===== src/rtl/asi_guard_pkg.sv =====
package asi_guard_pkg;

  typedef enum logic [1:0] {
    ST_MUTE = 2'd0,
    ST_RAMP = 2'd1,
    ST_RUN  = 2'd2
  } guardState_t;

  // strobes from control to the gain register
  typedef struct packed {
    logic gainClear;
    logic gainStep;
    logic gainLoad;
  } gainCmd_t;

endpackage


===== src/rtl/asi_edge_sync.sv =====
module asi_edge_sync #(
  parameter int STAGES = 2
) (
  input  logic clk,
  input  logic rst_n,
  input  logic asyncIn,
  output logic riseOut
);

  logic [STAGES:0] syncQ;

  always_ff @(posedge clk or negedge rst_n) begin
    if (!rst_n) syncQ <= '0;
    else        syncQ <= {syncQ[STAGES-1:0], asyncIn};
  end

  assign riseOut = syncQ[STAGES-1] & ~syncQ[STAGES];

endmodule


===== src/rtl/asi_guard_dp.sv =====
module asi_guard_dp
  import asi_guard_pkg::*;
#(
  parameter int CNT_W   = 12,
  parameter int RATIO_W = 8,
  parameter int GAIN_W  = 8,
  parameter int SYNC_STAGES = 2
) (
  input  logic               clk,
  input  logic               rst_n,
  input  logic               bitClkIn,
  input  logic               frameSyncIn,
  input  logic [CNT_W-1:0]   frameMin,
  input  logic [CNT_W-1:0]   frameMax,
  input  logic [RATIO_W-1:0] bitsPerFrame,
  input  logic [CNT_W-1:0]   stallLimit,
  input  logic [GAIN_W-1:0]  gainTarget,
  input  gainCmd_t           cmd,
  output logic               faultFlag,
  output logic               frameValid,
  output logic               frameTick,
  output logic               gainAtTop,
  output logic [GAIN_W-1:0]  gainOut
);

  localparam int NUM_CLK = 2;  // index 0: bit clock, 1: frame sync
  localparam logic [CNT_W-1:0]   CNT_MAX   = {CNT_W{1'b1}};
  localparam logic [RATIO_W-1:0] RATIO_MAX = {RATIO_W{1'b1}};

  logic [NUM_CLK-1:0] rawIn, riseVec, idleOver;
  assign rawIn = {frameSyncIn, bitClkIn};

  for (genvar i = 0; i < NUM_CLK; i++) begin : g_clk
    logic [CNT_W-1:0] idleCnt;

    asi_edge_sync #(.STAGES(SYNC_STAGES)) u_sync (
      .clk     (clk),
      .rst_n   (rst_n),
      .asyncIn (rawIn[i]),
      .riseOut (riseVec[i])
    );

    always_ff @(posedge clk or negedge rst_n) begin
      if (!rst_n)              idleCnt <= '0;
      else if (riseVec[i])     idleCnt <= '0;
      else if (idleCnt != CNT_MAX) idleCnt <= idleCnt + 1'b1;
    end

    assign idleOver[i] = (idleCnt >= stallLimit);
  end

  logic bcRise, fsRise;
  assign bcRise = riseVec[0];
  assign fsRise = riseVec[1];

  logic [CNT_W-1:0]   periodCnt;
  logic [RATIO_W-1:0] bitCnt;
  logic haveEdgeQ, validQ, rateErrQ, ratioErrQ, stallQ;
  logic [GAIN_W-1:0] gainQ;

  always_ff @(posedge clk or negedge rst_n) begin
    if (!rst_n) begin
      periodCnt <= '0;
      bitCnt    <= '0;
      haveEdgeQ <= 1'b0;
      validQ    <= 1'b0;
      rateErrQ  <= 1'b0;
      ratioErrQ <= 1'b0;
      stallQ    <= 1'b0;
    end else begin
      stallQ <= |idleOver;
      if (fsRise) begin
        periodCnt <= {{(CNT_W-1){1'b0}}, 1'b1};
        bitCnt    <= {{(RATIO_W-1){1'b0}}, bcRise};
        haveEdgeQ <= 1'b1;
        if (haveEdgeQ) begin
          rateErrQ  <= (periodCnt < frameMin) || (periodCnt > frameMax);
          ratioErrQ <= (bitCnt != bitsPerFrame);
          validQ    <= 1'b1;
        end
      end else begin
        if (periodCnt != CNT_MAX) periodCnt <= periodCnt + 1'b1;
        if (bcRise && bitCnt != RATIO_MAX) bitCnt <= bitCnt + 1'b1;
      end
    end
  end

  always_ff @(posedge clk or negedge rst_n) begin
    if (!rst_n)             gainQ <= '0;
    else if (cmd.gainClear) gainQ <= '0;
    else if (cmd.gainLoad)  gainQ <= gainTarget;
    else if (cmd.gainStep)  gainQ <= gainQ + 1'b1;
  end

  assign faultFlag  = rateErrQ | ratioErrQ | stallQ;
  assign frameValid = validQ;
  assign frameTick  = fsRise;
  assign gainAtTop  = ({1'b0, gainQ} + 1'b1) >= {1'b0, gainTarget};
  assign gainOut    = gainQ;

  // a short frame produces a fault
  p_rate_low_r2: assert property (@(posedge clk) disable iff (!rst_n)
    (fsRise && haveEdgeQ && periodCnt < frameMin) |=> faultFlag);

  // a wrong bit count produces a fault
  p_ratio_r3: assert property (@(posedge clk) disable iff (!rst_n)
    (fsRise && haveEdgeQ && bitCnt != bitsPerFrame) |=> faultFlag);

  // an idle window of stallLimit cycles produces a fault
  p_stall_r4: assert property (@(posedge clk) disable iff (!rst_n)
    (|idleOver) |=> faultFlag);

  // mute on the cycle after a fault
  p_mute_r5: assert property (@(posedge clk) disable iff (!rst_n)
    faultFlag |=> (gainQ == '0));

  // gain only climbs by one, or lands on the target
  p_step_r7: assert property (@(posedge clk) disable iff (!rst_n)
    ((gainQ != $past(gainQ)) && (gainQ != '0)) |->
      ((gainQ == $past(gainQ) + 1'b1) || (gainQ == $past(gainTarget))));

endmodule


===== src/rtl/asi_guard_ctl.sv =====
module asi_guard_ctl
  import asi_guard_pkg::*;
#(
  parameter int STEP_W = 4
) (
  input  logic              clk,
  input  logic              rst_n,
  input  logic              faultFlag,
  input  logic              frameValid,
  input  logic              frameTick,
  input  logic              gainAtTop,
  input  logic [STEP_W-1:0] rampFrames,
  output gainCmd_t          cmd,
  output logic              faultPulse
);

  guardState_t state, stateNext;
  logic [STEP_W-1:0] stepCnt;
  logic [STEP_W:0]   rampEff;
  logic stepHit, faultQ;

  assign rampEff = (rampFrames == '0) ? {{STEP_W{1'b0}}, 1'b1} : {1'b0, rampFrames};
  assign stepHit = frameTick && (({1'b0, stepCnt} + 1'b1) >= rampEff);

  always_comb begin
    cmd       = '0;
    stateNext = state;
    unique case (state)
      ST_MUTE: begin
        cmd.gainClear = 1'b1;
        if (!faultFlag && frameValid) stateNext = ST_RAMP;
      end
      ST_RAMP: begin
        if (faultFlag) begin
          cmd.gainClear = 1'b1;
          stateNext     = ST_MUTE;
        end else if (stepHit) begin
          if (gainAtTop) begin
            cmd.gainLoad = 1'b1;
            stateNext    = ST_RUN;
          end else begin
            cmd.gainStep = 1'b1;
          end
        end
      end
      ST_RUN: begin
        if (faultFlag) begin
          cmd.gainClear = 1'b1;
          stateNext     = ST_MUTE;
        end else begin
          cmd.gainLoad = 1'b1;
        end
      end
      default: begin
        cmd.gainClear = 1'b1;
        stateNext     = ST_MUTE;
      end
    endcase
  end

  always_ff @(posedge clk or negedge rst_n) begin
    if (!rst_n) begin
      state   <= ST_MUTE;
      stepCnt <= '0;
      faultQ  <= 1'b0;
    end else begin
      state  <= stateNext;
      faultQ <= faultFlag;
      if (state != ST_RAMP || stepHit) stepCnt <= '0;
      else if (frameTick)              stepCnt <= stepCnt + 1'b1;
    end
  end

  assign faultPulse = faultFlag & ~faultQ;

  // the event never lasts two cycles
  p_pulse_once_r6: assert property (@(posedge clk) disable iff (!rst_n)
    faultPulse |=> !faultPulse);

  // the event only comes with the flag
  p_pulse_flag_r6: assert property (@(posedge clk) disable iff (!rst_n)
    faultPulse |-> faultFlag);

  // a fault during the ramp sends control back to mute
  p_ramp_abort_r8: assert property (@(posedge clk) disable iff (!rst_n)
    (state == ST_RAMP && faultFlag) |=> (state == ST_MUTE));

  // no recovery while a fault is present
  p_hold_mute_r7: assert property (@(posedge clk) disable iff (!rst_n)
    (state == ST_MUTE && faultFlag) |=> (state == ST_MUTE));

endmodule


===== src/rtl/asi_clk_guard.sv =====
module asi_clk_guard
  import asi_guard_pkg::*;
#(
  parameter int CNT_W   = 12,
  parameter int RATIO_W = 8,
  parameter int GAIN_W  = 8,
  parameter int STEP_W  = 4
) (
  input  logic               clk,
  input  logic               rst_n,
  input  logic               bitClkIn,
  input  logic               frameSyncIn,
  input  logic [CNT_W-1:0]   frameMin,
  input  logic [CNT_W-1:0]   frameMax,
  input  logic [RATIO_W-1:0] bitsPerFrame,
  input  logic [CNT_W-1:0]   stallLimit,
  input  logic [STEP_W-1:0]  rampFrames,
  input  logic [GAIN_W-1:0]  gainTarget,
  output logic               faultFlag,
  output logic               faultPulse,
  output logic [GAIN_W-1:0]  gainOut
);

  gainCmd_t cmd;
  logic frameValid, frameTick, gainAtTop;

  asi_guard_dp #(
    .CNT_W(CNT_W), .RATIO_W(RATIO_W), .GAIN_W(GAIN_W), .SYNC_STAGES(2)
  ) u_dp (
    .clk(clk), .rst_n(rst_n),
    .bitClkIn(bitClkIn), .frameSyncIn(frameSyncIn),
    .frameMin(frameMin), .frameMax(frameMax),
    .bitsPerFrame(bitsPerFrame), .stallLimit(stallLimit),
    .gainTarget(gainTarget), .cmd(cmd),
    .faultFlag(faultFlag), .frameValid(frameValid),
    .frameTick(frameTick), .gainAtTop(gainAtTop),
    .gainOut(gainOut)
  );

  asi_guard_ctl #(.STEP_W(STEP_W)) u_ctl (
    .clk(clk), .rst_n(rst_n),
    .faultFlag(faultFlag), .frameValid(frameValid),
    .frameTick(frameTick), .gainAtTop(gainAtTop),
    .rampFrames(rampFrames), .cmd(cmd),
    .faultPulse(faultPulse)
  );

endmodule


===== config.mk =====
export PLATFORM = sky130hd
export DESIGN_NAME = asi_clk_guard
export DESIGN_NICKNAME = d
export VERILOG_FILES = /design/src/rtl/asi_guard_pkg.sv /design/src/rtl/asi_edge_sync.sv /design/src/rtl/asi_guard_dp.sv /design/src/rtl/asi_guard_ctl.sv /design/src/rtl/asi_clk_guard.sv
export SDC_FILE = /design/constraint.sdc
export NUM_CORES = 1
export LEC_CHECK = 0
export ABC_AREA = 1
export BUFFER_PORTS_ARGS = -buffer_cell sky130_fd_sc_hd__clkbuf_2
export CAP_MARGIN = 20
export CORE_MARGIN = 10
export CORE_UTILIZATION = 55
export CTS_BUF_LIST = sky130_fd_sc_hd__clkbuf_2
export CTS_CLUSTER_DIAMETER = 80
export DETAILED_ROUTE_END_ITERATION = 6
export GPL_TIMING_DRIVEN = 1
export HOLD_SLACK_MARGIN = 0.02
export PLACE_DENSITY = 0.77
export SLEW_MARGIN = 15
export SYNTH_ARGS = -nofsm -noshare
export SYNTH_HDL_FRONTEND = slang
export SYNTH_SLANG_ARGS = --single-unit

===== constraint.sdc =====
create_clock -name clk -period 2.7 [get_ports clk]
set_input_delay 0.27 -clock clk [delete_from_list [all_inputs] [get_ports clk]]
set_output_delay 0.27 -clock clk [all_outputs]
set_load 0.01 [all_outputs]

After elaboration in Yosys (flattened, before gate mapping). Index checks and enable logic that the tools add are counted.

Eq/ne operators: 12. Reductions and logical operators: 18. Bitwise logic cells: 8. Add/subtract/negate cells: 8. Shift operators: 0. $lt $le $gt $ge: 6. $mul: 0. Div/mod/pow operators: 0. Multiplexer cells: 29.

Operators by type and width (number): 12-bit 2-to-1 mux (6); 8-bit 2-to-1 mux (5); 12-bit by 1-bit adder with 12-bit output, second input constant (3); 12-bit inequality test, second input constant (3); 12-bit greater-or-equal comparator (2); 8-bit by 1-bit adder with 8-bit output, second input constant (2); 2-bit 2-to-1 mux (7); 12-bit > comparator (1); 12-bit less-than comparator (1); 4-bit 2-to-1 mux (3); 2-bit nonzero test (5); 8-bit by 1-bit adder with 9-bit output, second input constant (1); 9-bit by 8-bit greater-or-equal comparator with 1-bit output (1); 8-bit inequality test (1); 8-bit inequality test, second input constant (1); 1-bit 2-to-1 mux (6); 2-bit by 1-bit inequality test with 1-bit output, second input constant (3); 2-bit one-hot mux with 3 select lines (1); 4-bit by 1-bit adder with 5-bit output, second input constant (1); 5-bit greater-or-equal comparator (1); 4-bit by 1-bit adder with 4-bit output, second input constant (1); 4-bit zero test (1); 4-bit AND reduction (1); 2-bit OR reduction (2); other kinds (14) (22).

Memory bits (read-only): 0. Logic and storage cells: 96. Input port bits: 60. Memories: 0. Register bits: 70. RAM bits: 0. Bits in latches: 0.

Depth between registers and ports, before layout.
Depth in word-level cells: 10. Gate-level depth with buffers: 18.

By module. Synthesis repeated with hierarchy kept, for this count alone.

Cells, all modules: 717. Area, all modules: 5366.4 µm².

Modules (own cells, without submodules): asi_guard_dp (cells an instance 632, instances 1, seq. area each 1426.4 µm², area each 4609.4 µm²); asi_guard_ctl (cells an instance 75, instances 1, seq. area each 175.2 µm², area each 586.8 µm²); asi_edge_sync (cells an instance 5, instances 2, seq. area each 75.1 µm², area each 85.1 µm²).

Worst setup path before layout. No wires, ideal clock.

Path type: register -> register. Start point: register u_dp.gainQ[0], in the netlist u_dp.gainOut[0]. End point: register u_dp.gainQ[0], in the netlist u_dp.gainOut[0]. Path slack: 0.468 ns. Stages on the path, launching flop included: 18. Buffers on the path: 0. Arrival time: 2.115 ns. Library setup time: 0.117 ns. Path through: dfrtp_1 -> ha_1 -> nand3_2 -> xor2_1 -> inv_1 -> ha_1 -> nand2_1 -> inv_1 -> nand2_1 -> nand3_1 -> nand2_1 -> nand2_1 -> nand2_1 -> nand3_4 -> nand2_2 -> nand2_1 -> nand3_1 -> nand2_1.

Word-level cells in the longest chain between the ends: 8.

Ends and longest elaborated chain: start, declared (line asi_guard_dp.sv:59) `logic [GAIN_W-1:0] gainQ;`; start signal, assigned (line asi_guard_dp.sv:91) `else if (cmd.gainLoad) gainQ <= gainTarget;`; start signal, assigned (line asi_guard_dp.sv:92) `else if (cmd.gainStep) gainQ <= gainQ + 1'b1;`; 8-bit by 1-bit adder with 9-bit output (line asi_guard_dp.sv:98) `assign gainAtTop = ({1'b0, gainQ} + 1'b1) >= {1'b0, gainTarget};`; 9-bit by 8-bit greater-or-equal comparator with 1-bit output (line asi_guard_dp.sv:98); 1-bit 2-to-1 mux (line asi_guard_ctl.sv:38) `if (gainAtTop) begin`; 2-bit 2-to-1 mux (line asi_guard_ctl.sv:37) `end else if (stepHit) begin`; 2-bit 2-to-1 mux (line asi_guard_ctl.sv:34) `if (faultFlag) begin`; 1-bit one-hot mux with 2 select lines (line asi_guard_ctl.sv:28) `unique case (state)`; 8-bit 2-to-1 mux (line asi_guard_dp.sv:91); 8-bit 2-to-1 mux (line asi_guard_dp.sv:90) `else if (cmd.gainClear) gainQ <= '0;`.

Several ways; a longest one is shown, not always the timed one. The select of a mux whose other input is x is not followed. A chain may end at the register's enable or synchronous reset.

Final worst setup path.
Start point: register u_dp.gainQ[0], in the netlist u_dp.gainOut[0]. End point: register u_dp.gainQ[2], in the netlist u_dp.gainOut[2].

The elaborated chain is that of the path after synthesis.

==> flow_summary.toml <==
[min_path]
min_from = "gainTarget[2]"
worstHoldPathCells = 3
min_path_type = "input pin to register"

[yosys]
syn_nets = 777
yosysTopAreaCell = "dfrtp_1"
synthXorXnorAreaFrac_pct = 2.330
synth_area_um2 = 5263
synthSimpleGateAreaFrac_pct = 23.78
synth-edff-count = 0
synth_common_cells = "inv_1 (117), nand2_1 (107), dfrtp_1 (70)"
ys_warn_count = 0
synth_ff_type = "dfrtp_1"
synth.most_common_cell = "inv_1"
synth_top_family_by_area = "simple AND/OR/NAND/NOR gates"
ys_types = 48
synth_top_cells_by_area = "dfrtp_1 (33%), ha_1 (16%), inv_1 (8.3%)"
yosys.area.top_type_share_pct = 33.29
synthAdderAreaFrac_pct = 16.17
synthMuxAreaShare_pct = 0
syn_area_per_cell_um2 = 8.109
postSynthCellCount = 649
synth_compound_area_share_pct = 14.98
synth_seq_area_share_pct = 33.29
async_reset_ff_share_pct = 100.0
ys_seq_elements = 70

[sta]
max_freq_mhz = 413.9
min_period_over_period_pct = 89.47
finalSetupViolations = 0
slew_violations = 0
finalHoldViolations = 0
worst_slack_ps = 284.2
slew_headroom_pct = 65.31
setup-tns-final_ps = 0
finClkSkew_ps = 24.35
rsz0062_at_grt = "false"
worst_slew_pin_slew_ps = 520.3
timing.final.crit_period_ps = 2416

[setup_path]
critical-path-max-stage-delay_ps = 480
crit_top_cell = "nand2_1"
worstPathRequired_ps = 3130
path_cells = "ha_1, nand3_2, xor2_1, inv_1, ha_1, nand2_1, nor2_1, nand2_1, nand3_1, nand2_1, nand2_1, nand2_1, nand3_4, nand2_4, nand2_1, nand2_1, o21ai_1"
cp_max_fo = 10
slowest_stage = "dfrtp_2"
endpoint_kind = "register"
critPathKind = "register to register"
cp.arrival_ps = 2840
reg2reg_depth = 17
worstSetupStartpoint = "u_dp.gainOut[0]$_DFFE_PN0P_"
cp-start-kind = "register"
r2r_start = "u_dp.gainOut[0]$_DFFE_PN0P_"

[pwr]
finalPower_uw = 2618
leakage_uw = 0.003245
power-per-cell-area_nw_per_um2 = 439.2
ir_drop_mv = 0.3196

[routing]
viasPerCell = 5.273
wl_per_cell_um = 13.33
ant_nets = 0
drc_errors = 0
dr_total_vias = 4561
drtIter0Drc = 222
first_pass_iters = 4
drt_wl_total_mm = 11.53

[layout]
fin_area_um2 = 5962
fill_cells = 821
final_nets = 859
antennaDiodeCount = 0
syn_to_final_growth_pct = 13.29
drive_gt1_share_pct = 20.65
fin_cells = 865

[die]
die_y_um = 117.8
fp.dieW_um = 117.8
core_area_um2 = 9284
rows = 35
design.die.area_um2 = 13880
num_io_pins = 70
start_util_pct = 56.68

[grt]
grt_pass1_wl_mm = 20.20
grt_max_degree = 51
grt_pass1_vias = 4647
antenna_found_initial = 0
grt_use_total_pct = 16.83
overflow = 0

[cts]
clk_pin_slew_ps = 180
cts_tree = "built"
worstSkewPairLatency_ps = 500
cts_setup_buffers = 0
cts_sinks = 70
htree_levels = 3
cts_buffer_depth = 2
numCtsBuffers = 9
cts_root_buf = "clkbuf_2"

[place]
place.gp.congestion = 0.8819
dp_cells = 844
hpwlAfterDp_mm = 9.240
portBuffers = 69
post_dp_cell_area_um2 = 5773
pre_cts_slack_ps = 279.5

[run]
cap_violations = 0

[status]
outcome = "finished clean"
-- cell type report --
| cell class | count | area (um^2) | share of cell area [%] |
|---|---|---|---|
| multi-input cells | 448 | 3020 | 50.66 |
| flip-flops and latches | 70 | 1754 | 29.42 |
| inverters | 126 | 474.2 | 7.954 |
| repair buffers | 76 | 422.9 | 7.093 |
| well taps | 129 | 161.4 | 2.707 |
| clock inverters | 5 | 73.82 | 1.238 |
| clock buffers | 11 | 55.05 | 0.9234 |
-- registers in the layout (all words and copies together) (netlist names) --
register / flops
u_ctl.stepCnt: 4
u_dp.periodCnt: 12
u_dp.stallQ: 1
u_ctl.state: 2
u_dp.bitCnt: 8
u_dp.g_clk.idleCnt: 24
u_dp.haveEdgeQ: 1
u_ctl.faultQ: 1
u_dp.g_clk.u_sync.syncQ: 6
u_dp.ratioErrQ: 1
u_dp.frameValid: 1
u_dp.rateErrQ: 1
u_dp.gainOut: 8
-- worst max-delay path, delay by kind of cell, from the launching register on --
| kind | cells | cell delay [ps] |
|---|---|---|
| AOI/OAI and AO/OA | 1 | 130 |
| xor gates and xnor gates | 1 | 200 |
| adders and majority gates | 2 | 530 |
| buffers and inverters | 1 | 70 |
| DFF | 1 | 480 |
| and+or+nand+nor | 12 | 930 |
-- cells in the final DEF, fill, tap and decap left out, types with 2 or more instances in the layout --
cell           instances
a31oi_1                6
o221a_2                4
clkbuf_2              79
nand3_1               31
dfrtp_2                2
a21oi_1               43
xor2_1                11
nor3_1                 8
o211ai_1               2
dfrtp_1               68
a21oi_2                2
o21ai_1               16
o221a_1                2
ha_1                  68
nor2_2                 8
clkinv_2               3
nor2_4                 3
a21oi_4                2
nor3_2                 2
inv_1                117
o21a_1                 5
nand2_1              107
nand2_2                9
or2_2                  2
bufinv_16              2
o2111ai_1              4
dlygate4sd3_1          5
nand3_2                5
inv_2                  8
o21ai_0               30
nand4_1               13
o31ai_1                2
nand2_4                4
nor3_4                 4
xnor2_1                3
nor2_1                35
nand3_4                4
-- kinds of logic (layout without fill, tap and decap cells) --
| group | Yosys count | in the layout |
|---|---|---|
| AOI/OAI and AO/OA | 127 | 127 |
| DFF | 70 | 70 |
| and+or+nand+nor | 239 | 239 |
| xor gates and xnor gates | 14 | 14 |
| adders and majority gates | 68 | 68 |
| buffers and inverters | 131 | 218 |
-- report_power, final --
part           leakage, uW  internal [uW]  switching, uW  total [uW]
logic              0.00225            282            405         687
registers         0.000915           1140            113        1260
clock network    0.0000833            309            365         674
total              0.00324           1740            883        2620
-- routing by layer --
layer  global-route usage (%)  vias to the layer above  wire [um]
met4                    6.878                        0        253
li1                         -                     2329          -
met5                        0                        -          0
met3                    3.261                       23        448
met2                    28.81                       83       5580
met1                    20.16                     2126       5250
-- path summary, 6_finish.rpt --
check	end	slack, ps
max	u_dp.gainOut[2]$_DFFE_PN0P_	280
min	u_dp.gainOut[2]$_DFFE_PN0P_	90
max reg2reg	u_dp.gainOut[2]$_DFFE_PN0P_	280
min reg2reg	u_dp.g_clk[1].u_sync.syncQ[1]$_DFF_PN0_	380
max in group asynchronous	u_dp.gainOut[0]$_DFFE_PN0P_	1790
min in group asynchronous	u_dp.periodCnt[10]$_DFFE_PN0P_	250
-- timing repair --
| action | 4_1_cts | 5_1_grt |
|---|---|---|
| gates resized for setup | 0 | 4 |
| hold buffers | 5 | 0 |
| endpoints found under the hold margin | 24 | 0 |
| endpoints found under the setup margin | 0 | 7 |
-- through the flow --
step                utilization (%)  hold WS, ps
floorplan                         -       -25.59
global placement              62.18        273.4
detailed placement            62.18        273.3
CTS                           64.11        36.04
global route                  64.22        40.58
finish                        64.22        93.13
Note: power is estimated with default switching activity, not from simulation.
